File: config.mk
export PLATFORM = sky130hd
export DESIGN_NAME = sec_pulse_gen
export DESIGN_NICKNAME = d
export VERILOG_FILES = /design/src/rtl/sec_pulse_pkg.sv /design/src/rtl/sec_tick_select.sv /design/src/rtl/sec_halfperiod_core.sv /design/src/rtl/sec_pulse_gen.sv
export SDC_FILE = /design/constraint.sdc
export NUM_CORES = 1
export LEC_CHECK = 0
export CORE_MARGIN = 1
export CORE_UTILIZATION = 55
export DETAILED_ROUTE_END_ITERATION = 10
export PLACE_DENSITY = 0.8
export RECOVER_POWER = 100
export SKIP_CTS_REPAIR_TIMING = 1
export SYNTH_ARGS = -nofsm -noshare
export SYNTH_HDL_FRONTEND = slang
export SYNTH_SLANG_ARGS = --single-unit
File: constraint.sdc
create_clock -name clk -period 6.7 [get_ports clk]
set_clock_uncertainty 0.05 [all_clocks]
set_input_delay 1.34 -clock clk [delete_from_list [all_inputs] [get_ports clk]]
set_output_delay 1.34 -clock clk [all_outputs]
set_load 0.005 [all_outputs]
File: src/rtl/sec_pulse_pkg.sv
package sec_pulse_pkg;
    parameter int CNT_W = 32;
    typedef logic [CNT_W-1:0] cnt_t;

    typedef struct packed {
        cnt_t ticks;
        cnt_t limit;
        logic level;
    } core_state_t;

    typedef struct packed {
        logic sw_sel;
        logic sw_level;
    } ctl_state_t;
endpackage

File: src/rtl/sec_tick_select.sv
module sec_tick_select #(
    parameter int NUM_SRC = 16,
    parameter int SEL_W   = 4
) (
    input  logic [NUM_SRC-1:0] src_tick,
    input  logic [SEL_W-1:0]   src_sel,
    output logic               tick
);
    logic [NUM_SRC-1:0] hit;

    for (genvar i = 0; i < NUM_SRC; i++) begin : g_hit
        assign hit[i] = src_tick[i] && (src_sel == SEL_W'(i));
    end

    assign tick = |hit;
endmodule

File: src/rtl/sec_halfperiod_core.sv
module sec_halfperiod_core
    import sec_pulse_pkg::*;
(
    input  logic clk,
    input  logic rst_n,
    input  logic tick,
    input  logic load,
    input  cnt_t load_val,
    output logic level
);
    core_state_t st_d, st_q;

    always_comb begin
        st_d = st_q;
        if (load) begin
            st_d.limit = load_val;
            st_d.ticks = '0;
            if (load_val == '0) st_d.level = 1'b0;
        end else if (st_q.limit == '0) begin
            st_d.ticks = '0;
            st_d.level = 1'b0;
        end else if (tick) begin
            if (st_q.ticks == st_q.limit - 1'b1) begin
                st_d.ticks = '0;
                st_d.level = ~st_q.level;
            end else begin
                st_d.ticks = st_q.ticks + 1'b1;
            end
        end
    end

    always_ff @(posedge clk) begin
        if (!rst_n) st_q <= '0;
        else        st_q <= st_d;
    end

    assign level = st_q.level;
endmodule

File: src/rtl/sec_pulse_gen.sv
module sec_pulse_gen
    import sec_pulse_pkg::*;
#(
    parameter int NUM_SRC = 16,
    localparam int SEL_W  = (NUM_SRC > 1) ? $clog2(NUM_SRC) : 1
) (
    input  logic               clk,
    input  logic               rst_n,
    input  logic [NUM_SRC-1:0] src_tick,
    input  logic [SEL_W-1:0]   src_sel,
    input  logic               count_wr,
    input  logic [CNT_W-1:0]   count_data,
    input  logic               sw_mode,
    input  logic               sw_wr,
    input  logic               sw_data,
    output logic               pulse_out
);
    logic       sel_tick;
    logic       hw_level;
    ctl_state_t ctl_d, ctl_q;

    sec_tick_select #(.NUM_SRC(NUM_SRC), .SEL_W(SEL_W)) i_sel (
        .src_tick (src_tick),
        .src_sel  (src_sel),
        .tick     (sel_tick)
    );

    sec_halfperiod_core i_core (
        .clk      (clk),
        .rst_n    (rst_n),
        .tick     (sel_tick),
        .load     (count_wr),
        .load_val (count_data),
        .level    (hw_level)
    );

    always_comb begin
        ctl_d        = ctl_q;
        ctl_d.sw_sel = sw_mode;
        if (sw_wr) ctl_d.sw_level = sw_data;
    end

    always_ff @(posedge clk) begin
        if (!rst_n) ctl_q <= '0;
        else        ctl_q <= ctl_d;
    end

    assign pulse_out = ctl_q.sw_sel ? ctl_q.sw_level : hw_level;
endmodule

After elaboration in Yosys (flattened, before gate mapping)
Cells that the tools add are included.
{"block": "classes", "n_addsub": 2, "n_eq_ne": 17, "n_mux": 7, "n_bitwise": 2, "n_reduce_logical": 24}
{"op": "32-bit zero test", "n": 2}
{"op": "32-bit by 1-bit adder with 32-bit output (second input constant)", "n": 1}
{"op": "32-bit == test", "n": 1}
{"op": "4-bit == test (second input constant)", "n": 8}
{"op": "32-bit two-way mux", "n": 1}
{"op": "32-bit by 1-bit subtractor with 32-bit output (second input constant)", "n": 1}
{"op": "4-bit by 3-bit == test with 1-bit output (second input constant)", "n": 4}
{"op": "1-bit logical AND", "n": 16}
{"op": "16-bit OR reduction", "n": 1}
{"op": "4-bit by 2-bit == test with 1-bit output (second input constant)", "n": 2}
{"op": "1-bit two-way mux", "n": 6}
{"op": "3-bit nonzero test", "n": 2}
{"op": "4-bit by 1-bit == test with 1-bit output (second input constant)", "n": 1}
{"op": "4-bit zero test", "n": 1}
{"op": "3-bit AND reduction", "n": 1}
{"op": "3-bit OR reduction", "n": 1}
{"op": "2-bit by 1-bit != test with 1-bit output (second input constant)", "n": 1}
{"op": "1-bit NOT", "n": 2}
{"block": "totals", "regBits": 67, "in_bits": 58, "output_inout_bits": 1, "elab_cells": 57}

Depth between registers and ports, before layout
Gate-level depths: netlist (run 1).
{"block": "depth", "depth_word": 6, "depth_mapped": 12, "depth_no_buf": 10}

Hierarchy
A second synthesis (run 1) with hierarchy kept.
{"block": "unflattened", "hier_cells": 451, "hier_area_um2": 4150.2}
{"mod": "sec_halfperiod_core", "n_inst": 1, "cells_each": 438, "area_each_um2": 3937.5, "seq_area_each_um2": 1301.2}
{"mod": "sec_tick_select", "n_inst": 1, "cells_each": 7, "area_each_um2": 135.1, "seq_area_each_um2": 0.0}
{"mod": "sec_pulse_gen", "n_inst": 1, "cells_each": 6, "area_each_um2": 77.6, "seq_area_each_um2": 40.0}

Least setup slack after synthesis (run 1)
No wires, ideal clock.
{"block": "synth_timing", "kind": "flip-flop to flip-flop", "from": "reg i_core.st_q[3] (netlist name)", "to": "reg i_core.st_q[33] (netlist name)", "setup_ns": 0.132, "arrival_time_ns": 3.241, "t_required_ns": 6.518, "setup_slack_ns": 3.277, "path_stages_with_launch": 12, "path_buffers": 3, "synth_period_minus_slack_ns": 3.423, "cell_sequence": "dfxtp_1 buf_6 or4_1 buf_2 nor3_2 xnor2_1 or4_1 or4b_1 or3_4 nor4_4 buf_6 nor3_1"}
{"block": "synth_between", "elab_chain_cells": 3, "elab_cells_between_ends": 5, "classes_between": "add/sub (1); eq/ne (1); mux (1); reduce/logical (2)"}
{"element": "from (decl)", "line": "sec_halfperiod_core.sv:11", "text": "core_state_t st_d, st_q;"}
{"element": "from (signal assigned)", "line": "sec_halfperiod_core.sv:34", "text": "else st_q <= st_d;"}
{"element": "32-bit by 1-bit subtractor with 32-bit output", "line": "sec_halfperiod_core.sv:23", "text": "if (st_q.ticks == st_q.limit - 1'b1) begin"}
{"element": "32-bit == test", "line": "sec_halfperiod_core.sv:23"}
{"element": "32-bit two-way mux", "line": "sec_halfperiod_core.sv:23"}
Parallel ways exist; a longest one is shown, timed or not.
A chain may end at the register's enable or synchronous reset.

Worst setup path after layout (run 1)
{"block": "layout_timing", "from": "in src_sel[0]", "to": "reg i_core.st_q[36] (netlist name)"}
{"block": "layout_between", "elab_chain_cells": 3, "elab_cells_between_ends": 33, "classes_between": "eq/ne (15); reduce/logical (18)"}
{"element": "from (decl)", "line": "sec_pulse_gen.sv:10", "text": "input logic [SEL_W-1:0] src_sel,"}
{"element": "4-bit by 1-bit == test with 1-bit output (tied with other cells)", "line": "sec_tick_select.sv:12", "text": "assign hit[i] = src_tick[i] && (src_sel == SEL_W'(i));"}
{"element": "1-bit logical AND", "line": "sec_tick_select.sv:12"}
{"element": "16-bit OR reduction (*)", "line": "sec_tick_select.sv:15", "text": "assign tick = |hit;"}
Mark *: on every way between the ends. The rest lies on a longest branch, timed or not.

==> results.sh, run 1 <==
export IMPL_power_frac_comb_pct=19.0
export IMPL_first_global_vias=3754
export IMPL_largest_net_degree_at_the_start_of_global_routing=37
export IMPL_endpoint_type_of_the_worst_setup_path="flop"
export IMPL_slowest_delay_ns=1.21
export IMPL_drtIter0Drc=224
export IMPL_hold_viol_final=0
export IMPL_grt_antenna_before_repair=0
export IMPL_timing_hold_worst_path_depth=2
export IMPL_syn_area_sq_um=4250
export IMPL_switching_power_mw=0.256
export IMPL_rsz0062_at_grt="false"
export IMPL_floorplan_die_width_um=89.9
export IMPL_seq_area_frac_synth_pct=31.6
export IMPL_number_of_warnings_issued_by_yosys=0
export IMPL_worst_pin_slew_ns=1.59
export IMPL_timing_max_transition_violations_final=11
export IMPL_regToRegSetupSlack_ns=1.73
export IMPL_post_route_cells_drive_above_1_share_pct=5.77
export IMPL_worstHoldStart="ctl_q[0]"
export IMPL_r2r_start="i_core.st_q[10]"
export IMPL_drtAntennaViolNets=0
export IMPL_finish_instance_area_sq_um=5020
export IMPL_timing_final_crit_share_pct=81.0
export IMPL_postSynthCellCount=486
export IMPL_layout_setup_ws_ns=1.27
export IMPL_crit_path_cell_trace="dlygate4sd3_1 > mux4_2 > mux2i_1 > mux2i_1 > o21ai_0 > nor4_1 > nand3_1 > nor4_1 > buf_4 > nor3_1"
export IMPL_crit_slowest_cell="nor4_1"
export IMPL_chipHeight_um=89.9
export IMPL_core_rowCount=31
export IMPL_place_detailed_hpwl_um=8220
export IMPL_met3_usage_pct=4.15
export IMPL_core_area_sq_um=7370
export IMPL_filler_cell_count=613
export IMPL_clockRootBuffer="clkbuf_8"
export IMPL_wl_per_cell_um=17.1
export IMPL_hold_path_endpoint="ctl_q[0]"
export IMPL_share_seq_of_total_power_pct=46.1
export IMPL_grt_util_met1_pct=35.3
export IMPL_number_of_buffers_created_by_cts=9
export IMPL_multi_input_comb_area_sq_um=2720
export IMPL_power_per_cell_area_nw_per_um2=186
export IMPL_replace_congestion=0.848
export IMPL_cts_clk_slew_worst_paths_ns=0.07
export IMPL_violations="max-capacitance violations, max-slew violations"
export IMPL_clock_power_share_pct=34.9
export IMPL_detail_route_drc_violations=0
export IMPL_placement_io_buffers=58
export IMPL_totalNegativeSetupSlack_ns=0
export IMPL_setup_violations_final=0
export IMPL_final_hold_worst_slack_ns=0.489
export IMPL_arrival_ns=5.59
export IMPL_tritoncts="done"
export IMPL_grt_util_all_layers_pct=27.7
export IMPL_finalNetCount=594
export IMPL_slew_limit_headroom_pct=-6.85
export IMPL_outcome="finished, violations left"
export IMPL_clock_sinks=67
export IMPL_top_level_ports=59
export IMPL_fmaxAchievable_mhz=184
export IMPL_antenna_cells=0
export IMPL_worst_ir_drop_vdd_uv=95.2
export IMPL_crit_fanout=23
export IMPL_dpl_instance_area_sq_um=4860
export IMPL_area_growth_pct=18.3
export IMPL_design_die_area_sq_um=8080
export IMPL_critPathRequiredTime_ns=6.86
export IMPL_final_wirelength_um=10900
export IMPL_p_int_mw=0.679
export IMPL_synth_fp_nets=546
export IMPL_critical_path_n_buffers_inverters=2
export IMPL_start_kind="primary input"
export IMPL_hold_path_class="flop to flop"
export IMPL_r2r_cells=9
export IMPL_detailedRoute_firstPassIterationCount=5
export IMPL_detail_route_vias_per_cell=6.03
export IMPL_min_period_ns=5.43
export IMPL_gr_usage_met2_pct=46.9
export IMPL_leakage_nw=1.85
export IMPL_power_switching_fraction_pct=27.3
export IMPL_final_cell_mix="dfxtp_1 (67), clkdlybuf4s50_1 (54), nor3_1 (45)"
export IMPL_number_of_enable_flip_flop_cells_after_synthesis=0
export IMPL_initial_core_util_pct=57.6
export IMPL_syn_avg_cell_area_sq_um=8.74
export IMPL_max_cap_viol_count=1
export IMPL_layout_commonest_cell="dfxtp_1"
export IMPL_final_seq_area_sq_um=1340
export IMPL_clockBufferDepth=2
export IMPL_fin_total_pwr_mw=0.935
export IMPL_synth_flop_cell="dfxtp_1"
export IMPL_routed_via_count=3838
export IMPL_clock_insertion_delay_worst_skew_ns=0.34
export IMPL_synth_seq_cells=67
export IMPL_regToRegEndpoint="i_core.st_q[36]"
export IMPL_top_usage_layer="met2"
export IMPL_path_delay_family="simple AND/OR/NAND/NOR gates"
export IMPL_h_tree_depth=3
export IMPL_count_of_unique_library_cells_instantiated_by_yosys=49
export IMPL_preCtsSetupSlack_ns=1.85
export IMPL_synth_async_sr_flop_share_pct=0
export IMPL_remaining_global_route_overflow=0
export IMPL_category_of_the_critical_setup_timing_path="primary input to flop"
export IMPL_grt_first_pass_wirelength_um=18200
==> cells by family after synthesis <==
group	synth area share, %
AO/OA/AOI/OAI	5.95
flip-flops	31.6
XOR/XNOR	13.8
AND/OR/NAND/NOR	32.4
buffers and inverters	4.10
multiplexers	11.6
adder cells (fa/ha/maj)	0.589
==> metrics by stage <==
stage	util [%]	std cells
finish	68.2	636
global placement	66.0	622
global route	68.2	636
detailed placement	66.0	622
floorplan	-	486
CTS	68.4	636
==> cell usage after synthesis (6+ instances only) <==
cell type / number / area share [%]
a21oi_1: 6 / 0.71
nand3_1: 14 / 1.7
and4_1: 10 / 2.1
mux2i_1: 39 / 9.2
nor2b_1: 36 / 5.3
nor4_1: 15 / 2.2
clkbuf_1: 23 / 2.0
nand4_1: 11 / 1.6
xor2_1: 32 / 6.6
xnor2_1: 35 / 7.2
o21ai_0: 12 / 1.4
dfxtp_1: 67 / 32
nand2_1: 21 / 1.9
nor3_1: 45 / 5.3
inv_1: 10 / 0.88
or4_1: 9 / 1.6
nor2_1: 19 / 1.7
and3_1: 13 / 1.9
nand3b_1: 6 / 1.1
and2_1: 6 / 0.88
==> metal layers <==
layer  part of all wire, %  vias to the layer above  wire length, um
met2                    48                      109             5280
met3                   3.8                       25              414
met4                   2.5                        0              269
met1                    45                     1854             4930
li1                      -                     1850                -
met5                     0                        -                0
==> power groups by stage <==
| stage | Clock, mW | Combinational (mW) | Sequential, mW |
|---|---|---|---|
| CTS | 0.328 | 0.177 | 0.431 |
| global placement | 0 | 0.169 | 0.439 |
| global route | 0.345 | 0.194 | 0.433 |
| detailed placement | 0 | 0.176 | 0.440 |
| finish | 0.326 | 0.177 | 0.431 |
| floorplan | 0 | 0.114 | 0.432 |
==> registers in the layout, indices dropped and copies added, names as in the netlist <==
name / flops
ctl_q: 2
i_core.level: 1
i_core.st_q: 64
==> area by class of cell <==
type                       instances  share of cell area [%]
sequential                        67                    26.7
timing repair buffer              65                    12.4
clock buffer                      11                    2.81
clock inverter                     3                   0.797
inverter                          10                   0.747
multi-input combinational        381                    54.1
tap                               99                    2.47
==> how the worst max path moves through the flow <==
stage	end	slack, ns	startpoint	cells past startpoint
floorplan	i_core.st_q[33]	3.28	i_core.st_q[3]	11
global placement	i_core.st_q[60]	2.05	src_sel[0]	10
detailed placement	i_core.st_q[60]	1.85	src_sel[0]	10
CTS	i_core.st_q[36]	2.19	src_sel[0]	10
global route	i_core.st_q[33]	0.88	src_sel[0]	10
finish	i_core.st_q[36]	1.27	src_sel[0]	10
==> worst register-to-register path, cell delays in order (launching register included) <==
cell and delay [ns]:
dfxtp_1 0.38, or4_1 0.72, nor4_4 0.64, and3_1 0.26, a31oi_1 0.12, or4b_1 0.52
or3_4 0.34, nor4_1 1.26, buf_4 0.46, nor3_1 0.10
(Power assumes the default switching activity.)
==> inputs of run 2 (changes only) <==
CORE_UTILIZATION = 50   (was 55)
PLACE_DENSITY = 0.77   (was 0.8)
clock period = 4.6 ns   (was 6.7 ns; I/O delays follow)
==> run 2 against run 1 <==
Effect of this change:
- the run now ends clean
- combinational power grew 49%
- non-clock buffer count grew 3
- register-to-register slack lost 1.2 ns
- final area grew 2.3%
- clock-buffer cell count shrank 2
- first-iteration DRC count grew 32%
- critical path depth shrank 1
- critical path type is now flop to flop
==> results.sh, run 2 (synthesis gave the netlist of run 1 again) <==
export IMPL_drtIter0Drc=295
export IMPL_rsz0062_at_grt="false"
export IMPL_crit_path_cell_trace="or4_1 > nor3_1 > xnor2_1 > or4_1 > or4b_1 > or3_4 > nor4_4 > clkbuf_2 > nor3_1"
export IMPL_hold_viol_final=0
export IMPL_totalNegativeSetupSlack_ns=0
export IMPL_power_per_cell_area_nw_per_um2=301
export IMPL_final_seq_area_sq_um=1340
export IMPL_timing_final_crit_share_pct=88.9
export IMPL_top_usage_layer="met2"
export IMPL_routed_via_count=3912
export IMPL_worst_pin_slew_ns=1.39
export IMPL_finalNetCount=597
export IMPL_max_cap_viol_count=0
export IMPL_core_area_sq_um=8220
export IMPL_cts_clk_slew_worst_paths_ns=0.08
export IMPL_clock_sinks=67
export IMPL_arrival_ns=4.25
export IMPL_top_level_ports=59
export IMPL_clockRootBuffer="clkbuf_8"
export IMPL_min_period_ns=4.09
export IMPL_first_global_vias=3664
export IMPL_core_rowCount=33
export IMPL_crit_slowest_cell="or4_1"
export IMPL_largest_net_degree_at_the_start_of_global_routing=37
export IMPL_chipHeight_um=94.2
export IMPL_grt_util_met1_pct=35.3
export IMPL_number_of_buffers_created_by_cts=9
export IMPL_worst_ir_drop_vdd_uv=164
export IMPL_timing_max_transition_violations_final=0
export IMPL_fmaxAchievable_mhz=244
export IMPL_drtAntennaViolNets=0
export IMPL_floorplan_die_width_um=94.2
export IMPL_tritoncts="done"
export IMPL_max_flop_register="i_core.st_q"
export IMPL_antenna_cells=0
export IMPL_post_route_cells_drive_above_1_share_pct=6.47
export IMPL_clock_power_share_pct=42.5
export IMPL_replace_congestion=0.868
export IMPL_path_delay_family="simple AND/OR/NAND/NOR gates"
export IMPL_grt_antenna_before_repair=0
export IMPL_wl_per_cell_um=17.3
export IMPL_detail_route_vias_per_cell=6.06
export IMPL_detail_route_drc_violations=0
export IMPL_slew_limit_headroom_pct=7.12
export IMPL_grt_util_all_layers_pct=26.9
export IMPL_h_tree_depth=3
export IMPL_switching_power_mw=0.400
export IMPL_final_wirelength_um=11200
export IMPL_clockBufferDepth=2
export IMPL_placement_io_buffers=58
export IMPL_hold_path_class="flop to flop"
export IMPL_endpoint_type_of_the_worst_setup_path="flop"
export IMPL_start_kind="flop"
export IMPL_multi_input_comb_area_sq_um=2730
export IMPL_final_cell_mix="dfxtp_1 (67), clkdlybuf4s50_1 (55), nor3_1 (46)"
export IMPL_met3_usage_pct=5.66
export IMPL_slowest_delay_ns=0.71
export IMPL_remaining_global_route_overflow=0
export IMPL_largest_reg_flops=64
export IMPL_setup_violations_final=0
export IMPL_detailedRoute_firstPassIterationCount=5
export IMPL_leakage_nw=1.90
export IMPL_initial_core_util_pct=51.7
export IMPL_critical_path_n_buffers_inverters=1
export IMPL_design_die_area_sq_um=8870
export IMPL_gr_usage_met2_pct=42.8
export IMPL_finish_utilization_pct=62.5
export IMPL_clock_insertion_delay_worst_skew_ns=0.35
export IMPL_area_growth_pct=21.0
export IMPL_share_seq_of_total_power_pct=40.5
export IMPL_crit_fanout=32
export IMPL_power_frac_comb_pct=17.0
export IMPL_grt_first_pass_wirelength_um=18300
export IMPL_place_detailed_hpwl_um=8360
export IMPL_layout_commonest_cell="dfxtp_1"
export IMPL_regToRegSetupSlack_ns=0.51
export IMPL_category_of_the_critical_setup_timing_path="flop to flop"
export IMPL_p_int_mw=1.15
export IMPL_outcome="complete, no violations"
export IMPL_filler_cell_count=675
export IMPL_critPathRequiredTime_ns=4.76
export IMPL_power_switching_fraction_pct=25.8
==> run 2: worst min-delay path, delay by kind of cell (launching register included) <==
family / cells / cell delay [ns]
flip-flops: 1 / 0.32
AND/OR/NAND/NOR: 1 / 0.05
multiplexers: 1 / 0.12
==> run 2: worst paths after layout <==
path                                     start              end  cells past startpoint
worst max register to register  i_core.st_q[3]  i_core.st_q[45]                      9
worst min register to register        ctl_q[0]         ctl_q[0]                      2
worst max-delay path            i_core.st_q[3]  i_core.st_q[45]                      9
worst min-delay path                  ctl_q[0]         ctl_q[0]                      2
==> run 2: routing by layer <==
metal / vias up / share of wire, %
met5: - / 0
met4: 0 / 2.7
met3: 25 / 5.8
met2: 160 / 47
met1: 1849 / 44
li1: 1878 / -
==> run 2: power by group through the flow <==
stage	combinational (mW)	sequential, mW	clock [mW]
after global placement	0.252	0.639	0
after global routing	0.285	0.631	0.693
after CTS	0.262	0.626	0.660
final	0.263	0.627	0.659
after floorplan	0.166	0.630	0
after detailed placement	0.260	0.640	0
==> run 2: metrics by stage <==
| step | instances | area (sq um) | setup slack, ns | hold slack [ns] | power, mW |
|---|---|---|---|---|---|
| 2_1_floorplan | 486 | 4250 | 1.18 | 0.432 | 0.795 |
| 3_3_place_gp | 631 | 4890 | 0.920 | 0.464 | 0.892 |
| 3_5_place_dp | 631 | 4890 | 0.874 | 0.476 | 0.900 |
| 4_1_cts | 646 | 5150 | 0.848 | 0.490 | 1.55 |
| 5_1_grt | 646 | 5140 | 0.328 | 0.514 | 1.61 |
| 6_report | 646 | 5140 | 0.509 | 0.488 | 1.55 |
==> run 2: layout make-up <==
type | instances | share of cell area, %
timing repair buffer | 68 | 12.5
clock buffer | 9 | 2.41
tap | 105 | 2.56
inverter | 10 | 0.730
clock inverter | 6 | 2.68
multi-input combinational | 381 | 53.1
sequential | 67 | 26.1
